**src/rtl/dot_scan_pkg.sv**
```systemverilog
package dot_scan_pkg;
    localparam int unsigned MATRIX_N = 8;
    localparam logic [MATRIX_N-1:0] COL_START = {1'b1, {(MATRIX_N-1){1'b0}}};
    localparam logic [MATRIX_N-1:0] ROW_START = {1'b0, {(MATRIX_N-1){1'b1}}};

    typedef struct packed {
        logic [MATRIX_N-1:0] pat;
    } ring_state_t;

    function automatic logic [MATRIX_N-1:0] rot_right(input logic [MATRIX_N-1:0] v);
        return {v[0], v[MATRIX_N-1:1]};
    endfunction
endpackage

```
**src/rtl/dot_prescaler.sv**
```systemverilog
module dot_prescaler #(
    parameter int unsigned PRESCALE_W = 24
) (
    input  logic clk,
    input  logic rst,
    output logic step_o
);
    typedef struct packed {
        logic [PRESCALE_W-1:0] cnt;
    } pre_state_t;

    localparam logic [PRESCALE_W-1:0] TERMINAL = {PRESCALE_W{1'b1}};

    pre_state_t state_d, state_q;

    always_comb begin
        state_d.cnt = state_q.cnt + 1'b1;
        step_o      = (state_q.cnt == TERMINAL);
    end

    always_ff @(posedge clk) begin
        if (rst) state_q <= '0;
        else     state_q <= state_d;
    end

    // without a step, the counter moves up by exactly one
    assert_count_up_R2: assert property (@(posedge clk) disable iff (rst)
        !step_o |=> state_q.cnt == $past(state_q.cnt) + 1'b1);
    // a step is always followed by a count of zero
    assert_step_wraps_R2: assert property (@(posedge clk) disable iff (rst)
        step_o |=> state_q.cnt == '0);
    // reset clears the prescaler
    assert_pre_reset_R8: assert property (@(posedge clk)
        rst |=> state_q.cnt == '0);
endmodule

```
**src/rtl/dot_col_ring.sv**
```systemverilog
module dot_col_ring
    import dot_scan_pkg::*;
(
    input  logic                clk,
    input  logic                rst,
    input  logic                step_i,
    output logic [MATRIX_N-1:0] col_o,
    output logic                wrap_o
);
    ring_state_t state_d, state_q;

    always_comb begin
        state_d = state_q;
        if (step_i) state_d.pat = rot_right(state_q.pat);
        wrap_o = step_i & state_q.pat[0];
        col_o  = state_q.pat;
    end

    always_ff @(posedge clk) begin
        if (rst) state_q.pat <= COL_START;
        else     state_q     <= state_d;
    end

    // each step moves the dot one column to the right
    assert_col_rotate_R3: assert property (@(posedge clk) disable iff (rst)
        step_i |=> state_q.pat == {$past(state_q.pat[0]), $past(state_q.pat[MATRIX_N-1:1])});
    // no step means no column change
    assert_col_hold_R7: assert property (@(posedge clk) disable iff (rst)
        !step_i |=> $stable(state_q.pat));
    // exactly one column is lit
    assert_col_onehot_R5: assert property (@(posedge clk) disable iff (rst)
        $onehot(state_q.pat));
endmodule

```
**src/rtl/dot_row_ring.sv**
```systemverilog
module dot_row_ring
    import dot_scan_pkg::*;
(
    input  logic                clk,
    input  logic                rst,
    input  logic                adv_i,
    output logic [MATRIX_N-1:0] row_n_o
);
    ring_state_t state_d, state_q;

    always_comb begin
        state_d = state_q;
        if (adv_i) state_d.pat = rot_right(state_q.pat);
        row_n_o = state_q.pat;
    end

    always_ff @(posedge clk) begin
        if (rst) state_q.pat <= ROW_START;
        else     state_q     <= state_d;
    end

    // an advance moves the active row down by one
    assert_row_rotate_R4: assert property (@(posedge clk) disable iff (rst)
        adv_i |=> state_q.pat == {$past(state_q.pat[0]), $past(state_q.pat[MATRIX_N-1:1])});
    // without an advance the row holds
    assert_row_hold_R4: assert property (@(posedge clk) disable iff (rst)
        !adv_i |=> $stable(state_q.pat));
    // exactly one row is driven low
    assert_row_onecold_R5: assert property (@(posedge clk) disable iff (rst)
        $onehot(~state_q.pat));
endmodule

```
**src/rtl/running_dot_scan.sv**
```systemverilog
module running_dot_scan
    import dot_scan_pkg::*;
#(
    parameter int unsigned PRESCALE_W = 24
) (
    input  logic       clk,
    input  logic       rst,
    output logic [7:0] col_on_o,
    output logic [7:0] row_n_o
);
    logic                step;
    logic                wrap;
    logic [MATRIX_N-1:0] col;
    logic [MATRIX_N-1:0] row_n;

    dot_prescaler #(.PRESCALE_W(PRESCALE_W)) u_pre (
        .clk    (clk),
        .rst    (rst),
        .step_o (step)
    );

    dot_col_ring u_col (
        .clk    (clk),
        .rst    (rst),
        .step_i (step),
        .col_o  (col),
        .wrap_o (wrap)
    );

    dot_row_ring u_row (
        .clk     (clk),
        .rst     (rst),
        .adv_i   (wrap),
        .row_n_o (row_n)
    );

    assign col_on_o = col;
    assign row_n_o  = row_n;

    // reset yields the top-left dot
    assert_reset_pattern_R1: assert property (@(posedge clk)
        rst |=> (col_on_o == 8'h80) && (row_n_o == 8'h7F));
    // the row changes only when the column left bit 0
    assert_row_on_wrap_R4: assert property (@(posedge clk) disable iff (rst)
        (row_n_o != $past(row_n_o)) |-> ($past(col_on_o) == 8'h01) && (col_on_o == 8'h80));
endmodule

```
**config.mk**
```make
export PLATFORM = sky130hd
export DESIGN_NAME = running_dot_scan
export DESIGN_NICKNAME = d
export VERILOG_FILES = /design/src/rtl/dot_scan_pkg.sv /design/src/rtl/dot_prescaler.sv /design/src/rtl/dot_col_ring.sv /design/src/rtl/dot_row_ring.sv /design/src/rtl/running_dot_scan.sv
export SDC_FILE = /design/constraint.sdc
export NUM_CORES = 1
export LEC_CHECK = 0
export BUFFER_PORTS_ARGS = -buffer_cell sky130_fd_sc_hd__buf_4
export CAP_MARGIN = 30
export CORE_ASPECT_RATIO = 0.5
export CORE_MARGIN = 3
export CORE_UTILIZATION = 50
export CTS_BUF_LIST = sky130_fd_sc_hd__clkbuf_8
export CTS_CLUSTER_SIZE = 20
export DETAILED_ROUTE_END_ITERATION = 10
export PLACE_DENSITY = 0.76
export SLEW_MARGIN = 10
export SYNTH_ARGS = -nofsm -noshare
export SYNTH_HDL_FRONTEND = slang
export SYNTH_SLANG_ARGS = --single-unit
```
**constraint.sdc**
```tcl
create_clock -name clk -period 1.57 [get_ports clk]
set_input_delay 0.314 -clock clk [delete_from_list [all_inputs] [get_ports clk]]
set_output_delay 0.314 -clock clk [all_outputs]
set_load 0.02 [all_outputs]
```
==> reports/qor.csv, run 1 <==
metric,value,unit
min Tclk post-route,1.583,ns
"Clk Latency, worst-skew pair",0.29,ns
"Top FF cell, synth",dfxtp_1,
RSZ-0062 raised after global routing,yes,
die area,4224,um^2
maximum VDD drop,0.3770,mV
Row Count,14,
Max Fclk,631.8,MHz
CP max FO,6,
hold-critical path depth,2,
Leak,0.8393,nW
Setup WS pre-CTS,-0.01194,ns
TritonCTS buffer count,5,
number of synthesized flops with an enable pin,0,
Final HPWL DP,2470,um
net switching power,0.0003664,W
drt pass-1 iters,4,
Worst-path clk slew,0.07,ns
largest area contributor in the netlist,dfxtp_1,
"flops & latches, synth",40,
core box area,3136,um^2
Min-Delay Startpoint,rst,
max_slew headroom,71.76,%
top post-synthesis cells by count,"dfxtp_1 (40), nor2_1 (21), a21oi_1 (18), nand3_1 (12), o21ai_0 (11)",
CP required,1.79,ns
synth top area cells,"dfxtp_1 (47%), a21oi_1 (5.2%), xor2_1 (5.1%)",
first-pass GRT wire length,5685,um
Antenna Nets Post-Route,0,
All-Layer GR Usage,18.18,%
vias in the first global route,1282,
Fin Setup TNS,-0.02359,ns
largest net degree at the start of global routing,42,
clock group share of total power,37.5,%
total of warnings raised by yosys,0,
final wirelength,3704,um
final core utilization,69.55,%
clk buf depth,2,
status,"complete, but fails checks",
Via-to-Cell Ratio,5.720,
Setup Skew,0.004885,ns
Mapped Cells,187,
Worst Hold Path EP,u_pre.state_q[0]$_SDFF_PP0_,
pwr dens,779.5,nW/um^2
TritonCTS clock tree,built,
number of DRC markers in iteration 0,89,
Synth Cell Area,1720,um^2
FF-to-FF path depth,6,
CTS root buf,clkbuf_8,
H-tree depth,2,
wire per inst,14.03,um
# clock sinks,40,
Critical Path Start Type,flop,
area grow syn2layout,26.76,%
final hold vios,0,
Starting Density,54.87,%
Crit path arrival time,1.80,ns
# port buffers,17,
Slew @ Worst Pin,0.4235,ns
library cells used by synthesis,29,
Mapped Nets,190,
Comb power frac,2.0,%
Die W,88.96,um
Fill cells,251,
internal power,0.001334,W
Final Wtd Congestion,0.7749,
Ant. Diodes,0,
"Hold-fix buffers, CTS",0,
failing checks,setup timing,
DIE HEIGHT,47.48,um
# setup viols final,2,
Reg power frac,60.5,%
Worst R2R End,u_pre.state_q[18]$_SDFF_PP0_,
Final Worst Setup Slack,-0.01290,ns
sequential fraction of the synthesis area,46.55,%
Via Count,1510,
Ports,18,
Post-synth ARST share,0,%
initial antenna violation count,0,
WS Path Type,reg -> reg,
MaxCap Viol Count,0,
total grt overflow,0,
nature of the critical path endpoint,flop,
Synth Area per Inst,9.200,um^2
Synth top area share,46.55,%
reg2reg start,u_pre.state_q[1]$_SDFF_PP0_,
R2R Setup Slk,-0.01,ns
final period utilization,100.8,%
worst hold path type,in -> reg,
share of layout cells above drive strength 1,31.70,%
"count leader, synth",dfxtp_1,
Final Max Slew Viols,0,
DR DRC count,0,
Layout Nets,227,
Switching Share,21.55,%
[sequential cells by signal (all words and copies together) (netlist names)]
name,cells
u_col.col_o,8
u_pre.state_q,24
u_row.row_n_o,8
[what timing repair did]
item	4_1_cts	5_1_grt
buffers inserted	1	5
gates resized for setup	3	24
pin swaps	0	9
setup endpoints to repair	8	20
[stage by stage]
stage / std cells / power, W / area, um^2 / hold WS [ns]
2_1_floorplan: 187 / 0.001076 / 1744 / 0.3782
3_3_place_gp: 251 / 0.001085 / 1989 / 0.4450
3_5_place_dp: 251 / 0.001086 / 1989 / 0.4490
4_1_cts: 259 / 0.001719 / 2081 / 0.4192
5_1_grt: 264 / 0.001781 / 2181 / 0.4419
6_report: 264 / 0.001700 / 2181 / 0.4203
[layout make-up]
cell class	instances	area, um^2	area share [%]
Clock buffer	5	68.82	3.155
Tap cell	40	50.05	2.295
Clock inverter	2	12.51	0.5737
Multi-Input combinational cell	133	897.1	41.14
Sequential cell	40	813.3	37.29
Inverter	2	7.507	0.3442
Timing Repair Buffer	42	331.6	15.20
[critical path: stages (launching register included)]
cell and delay [ns]:
dfxtp_4 0.37, ha_4 0.14, and4_4 0.26, buf_12 0.11
nand4_4 0.11, or4_1 0.41, a21oi_1 0.12
[how the worst max path moves through the flow]
stage | startpoint | end | slack [ns] | cells past startpoint
after global routing | u_pre.state_q[0]$_SDFF_PP0_ | u_row.row_n_o[7]$_SDFFE_PP0P_ | -0.09 | 6
after global placement | u_pre.state_q[0]$_SDFF_PP0_ | u_col.col_o[7]$_SDFFE_PP1N_ | 0.03 | 5
final | u_pre.state_q[1]$_SDFF_PP0_ | u_pre.state_q[18]$_SDFF_PP0_ | -0.01 | 6
after CTS | u_pre.state_q[7]$_SDFF_PP0_ | u_pre.state_q[23]$_SDFF_PP0_ | 0.006 | 4
after floorplan | u_pre.state_q[1]$_SDFF_PP0_ | u_col.col_o[7]$_SDFFE_PP1N_ | 0.005 | 7
after detailed placement | u_pre.state_q[0]$_SDFF_PP0_ | u_col.col_o[5]$_SDFFE_PP0N_ | -0.01 | 6
[power groups by stage]
stage	sequential (W)	combinational (W)	clock [W]
2_1_floorplan	0.00105	0.0000235	0
6_report	0.00103	0.0000339	0.000637
3_5_place_dp	0.00105	0.0000335	0
3_3_place_gp	0.00105	0.0000329	0
5_1_grt	0.00103	0.0000385	0.000713
4_1_cts	0.00103	0.0000340	0.000656
[placed cells by master (no fill, tap or decap), types with 2 or more instances in the layout]
cell	Yosys	final
mux2i_1	7	7
o21ai_1	0	6
xnor2_1	2	2
nand3_4	2	2
clkbuf_8	0	5
and4_4	1	3
or3_1	4	4
dfxtp_4	0	2
o31ai_1	7	6
nand3_1	12	12
dfxtp_1	40	34
a21oi_1	18	18
inv_1	2	2
nor2_1	21	21
and4_1	4	2
nand4_1	9	9
buf_4	3	40
dfxtp_2	0	4
and3_4	0	3
nand2_1	8	8
or4_1	6	6
xor2_1	10	10
o21ai_0	11	4
[kinds of logic (layout without fill, tap and decap cells)]
group	after synthesis	count (layout)	synth area share (%)
AND/OR/NAND/NOR	76	76	26.18
flip-flops	40	40	46.55
AO/OA/AOI/OAI	37	37	12.00
buffers and inverters	14	51	4.364
XOR/XNOR	12	12	6.109
multiplexers	7	7	4.073
adder cells (fa/ha/maj)	1	1	0.7272
[per-layer routing]
metal  global-route usage [%]  wire [um]  up-vias
met5                        0          0        -
met4                    6.825         47        0
met3                    7.216        192        7
met2                    29.35       1755       27
met1                    22.62       1709      721
li1                         -          -      755
Power figures use the tool's default switching activity.
==> inputs of run 2 (changes only) <==
--- a/config.mk
+++ b/config.mk
@@ -5,15 +5,16 @@
 export SDC_FILE = /design/constraint.sdc
 export NUM_CORES = 1
 export LEC_CHECK = 0
+export ABC_AREA = 1
 export BUFFER_PORTS_ARGS = -buffer_cell sky130_fd_sc_hd__buf_4
 export CAP_MARGIN = 30
 export CORE_ASPECT_RATIO = 0.5
 export CORE_MARGIN = 3
-export CORE_UTILIZATION = 50
+export CORE_UTILIZATION = 46
 export CTS_BUF_LIST = sky130_fd_sc_hd__clkbuf_8
 export CTS_CLUSTER_SIZE = 20
 export DETAILED_ROUTE_END_ITERATION = 10
-export PLACE_DENSITY = 0.76
+export PLACE_DENSITY = 0.71
 export SLEW_MARGIN = 10
 export SYNTH_ARGS = -nofsm -noshare
 export SYNTH_HDL_FRONTEND = slang
==> reports/qor.csv, run 2 <==
metric,value,unit,change
status,completed,,"was complete, but fails checks"
Fin Setup TNS,0,ns,was -0.02359 ns
# clock sinks,40,,unchanged
TritonCTS clock tree,built,,unchanged
Synth Cell Area,1808,um^2,was 1720 um^2
"Hold-fix buffers, CTS",0,,unchanged
# port buffers,17,,unchanged
"flops & latches, synth",40,,unchanged
total of warnings raised by yosys,0,,unchanged
post-CTS resize count,0,,was 3
Leak,0.9077,nW,was 0.8393 nW
Synth Area per Inst,7.380,um^2,was 9.200 um^2
Die W,94.66,um,was 88.96 um
most frequent cells in the layout,"nor2_1 (54), nand2_1 (49), dfxtp_1 (40), buf_4 (21)",,"was buf_4 (40), dfxtp_1 (34), nor2_1 (21), a21oi_1 (18), nand3_1 (12)"
largest net degree at the start of global routing,31,,was 42
number of DRC markers in iteration 0,62,,was 89
WS Path Type,reg -> reg,,unchanged
Starting Density,50.17,%,was 54.87%
vias in the first global route,1330,,was 1282
"most common cell after layout, fill and taps aside",nor2_1,,was buf_4
Via Count,1552,,was 1510
Critical Path Start Type,flop,,unchanged
synth top area cells,"dfxtp_1 (44%), nor2_1 (11%), nand2_1 (10%)",,"was dfxtp_1 (47%), a21oi_1 (5.2%), xor2_1 (5.1%)"
Post-Place Cells,311,,was 251
Final Wtd Congestion,0.7687,,was 0.7749
Mapped Nets,248,,was 190
reg2reg start,u_pre.state_q[1]$_SDFF_PP0_,,unchanged
Antenna Nets Post-Route,0,,unchanged
CP required,1.74,ns,was 1.79 ns
CP max-delay cell,dfxtp_1,,was or4_1
die area,4764,um^2,was 4224 um^2
maximum VDD drop,0.5788,mV,was 0.3770 mV
post-synthesis xor/xnor area fraction,2.422,%,was 6.109%
total grt overflow,0,,unchanged
Slew @ Worst Pin,0.4370,ns,was 0.4235 ns
Post-synth ARST share,0,%,unchanged
largest area contributor in the netlist,dfxtp_1,,unchanged
first-pass GRT wire length,6065,um,was 5685 um
"Most flops, register",u_pre.state_q,,unchanged
Final HPWL DP,2441,um,was 2470 um
max_slew headroom,70.82,%,was 71.76%
post-synthesis adder-cell area fraction,0.6920,%,was 0.7273%
initial antenna violation count,0,,unchanged
library cells used by synthesis,24,,was 29
post-synthesis compound-gate area fraction,6.367,%,was 12.00%
Post-Synth Simple-Gate Area,39.52,%,was 26.18%
final period utilization,93.21,%,was 100.8%
final wirelength,3593,um,was 3704 um
All-Layer GR Usage,16.25,%,was 18.18%
wire per inst,11.30,um,was 14.03 um
nature of the critical path endpoint,flop,,unchanged
"count leader, synth",nor2_1,,was dfxtp_1
number of flip-flops in the largest register,24,,unchanged
Worst-path clk slew,0.08,ns,was 0.07 ns
mux cell area share after synthesis,0,%,was 4.073%
Setup crit start,u_pre.state_q[1]$_SDFF_PP0_,,unchanged
Row Count,15,,was 14
worst hold path type,in -> reg,,unchanged
CP max FO,9,,was 6
CTS root buf,clkbuf_8,,unchanged
top post-synthesis cells by count,"nor2_1 (54), nand2_1 (49), dfxtp_1 (40), inv_1 (18), nand3_1 (18)",,"was dfxtp_1 (40), nor2_1 (21), a21oi_1 (18), nand3_1 (12), o21ai_0 (11)"
Final Max Slew Viols,0,,unchanged
core box area,3603,um^2,was 3136 um^2
Setup Skew,0.002258,ns,was 0.004885 ns
final hold vios,0,,unchanged
"Clk Latency, worst-skew pair",0.29,ns,about the same
DIE HEIGHT,50.33,um,was 47.48 um
number of synthesized flops with an enable pin,0,,unchanged
Max Fclk,683.4,MHz,was 631.8 MHz
slowest cell delay on critical path,0.35,ns,was 0.41 ns
sequential fraction of the synthesis area,44.29,%,was 46.55%
Ports,18,,unchanged
"Top FF cell, synth",dfxtp_1,,unchanged
pwr dens,969.3,nW/um^2,was 779.5 nW/um^2
drt pass-1 iters,4,,unchanged
Min-Delay Startpoint,rst,,unchanged
main combinational cell family by area after synthesis,simple AND/OR/NAND/NOR gates,,unchanged
RSZ-0062 raised after global routing,no,,was yes
MaxCap Viol Count,0,,unchanged
Via-to-Cell Ratio,4.881,,was 5.720
CP Cell Sequence,ha_2 -> nand2_2 -> nor2_4 -> nand2_4 -> nor2_8 -> nand3_4 -> nand2_1 -> nand3_1,,was ha_4 -> and4_4 -> buf_12 -> nand4_4 -> or4_1 -> a21oi_1
Layout Nets,270,,was 227
# setup viols final,0,,was 2
share of layout cells above drive strength 1,17.60,%,was 31.70%
H-tree depth,2,,unchanged
Mapped Cells,245,,was 187
area grow syn2layout,17.44,%,was 26.76%
Post-CTS Setup Inserts,0,,was 1
Crit path arrival time,1.63,ns,was 1.80 ns
Synth top area share,44.29,%,was 46.55%
Ant. Diodes,0,,unchanged
fin cells,318,,was 264
TritonCTS buffer count,5,,unchanged
min Tclk post-route,1.463,ns,was 1.583 ns
DR DRC count,0,,unchanged
clk buf depth,2,,unchanged
==> run 2: changes by cell type after synthesis, moves of 6 or more <==
cell     previous run  this run
xor2_1             10         3
a21oi_1            18        11
nand2_1             8        49
inv_1               2        18
o21ai_0            11         5
o31ai_1             7         0
nand3_1            12        18
mux2i_1             7         0
or4_1               6         0
o21ai_1             0         7
nor2_1             21        54
==> run 2: metal layers <==
| metal | GRT usage, % | up-vias | wire length (um) |
|---|---|---|---|
| met1 | 21.39 | 689 | 1854 |
| met5 | 0 | - | 0 |
| met4 | 4.306 | 0 | 17 |
| li1 | - | 831 | - |
| met3 | 5.389 | 2 | 181 |
| met2 | 25.67 | 30 | 1540 |
==> run 2: cell families (layout without fill, tap and decap cells) <==
logic type / Yosys count / count (layout)
xor+xnor: 5 / 5
compound gates: 23 / 23
buf+inv: 27 / 49
fa+ha+maj: 1 / 1
flops: 40 / 40
simple gates: 149 / 149
==> run 2: stage by stage <==
stage               hold WS [ns]  power, W  instance area, um^2  setup WS, ns  utilization, %
CTS                       0.2841  0.002065                 2121       0.07390           58.85
finish                    0.2821  0.002058                 2123        0.1066           58.92
global route              0.2939  0.002121                 2123      0.002860           58.92
detailed placement        0.4759  0.001096                 1992       0.08179           55.28
global placement          0.4723  0.001094                 1992        0.1309           55.28
floorplan                 0.4288  0.001082                 1808        0.1798               -
==> run 2: final timing paths <==
path / cells past startpoint / endpoint / slack [ns]
hold / removal: 2 / u_pre.state_q[0]$_SDFF_PP0_ / 0.28
setup / recovery: 8 / u_row.row_n_o[4]$_SDFFE_PP1P_ / 0.11
setup reg to reg: 8 / u_row.row_n_o[4]$_SDFFE_PP1P_ / 0.11
hold reg to reg: 2 / u_pre.state_q[4]$_SDFF_PP0_ / 0.49
==> run 2: layout make-up <==
cell class              instances  area [um^2]
inverters                      21        83.83
clock buffers                   5        68.82
well taps                      51        63.81
multi-input cells             178        888.4
repair buffers                 21        157.7
flip-flops and latches         40        800.8
fillers                       341         1480
clock inverters                 2        60.06
==> run 2: critical path: cells and delay by family, from the launching register on <==
kind | cells | cell delay [ns]
fa+ha+maj | 1 | 0.21
flops | 1 | 0.35
simple gates | 7 | 0.78
==> run 2: power by group <==
part,total (W),internal (W),switching [W]
combinational,0.0000478,0.0000171,0.0000307
clock,0.000986,0.000626,0.000360
sequential,0.00102,0.00102,0.00000499
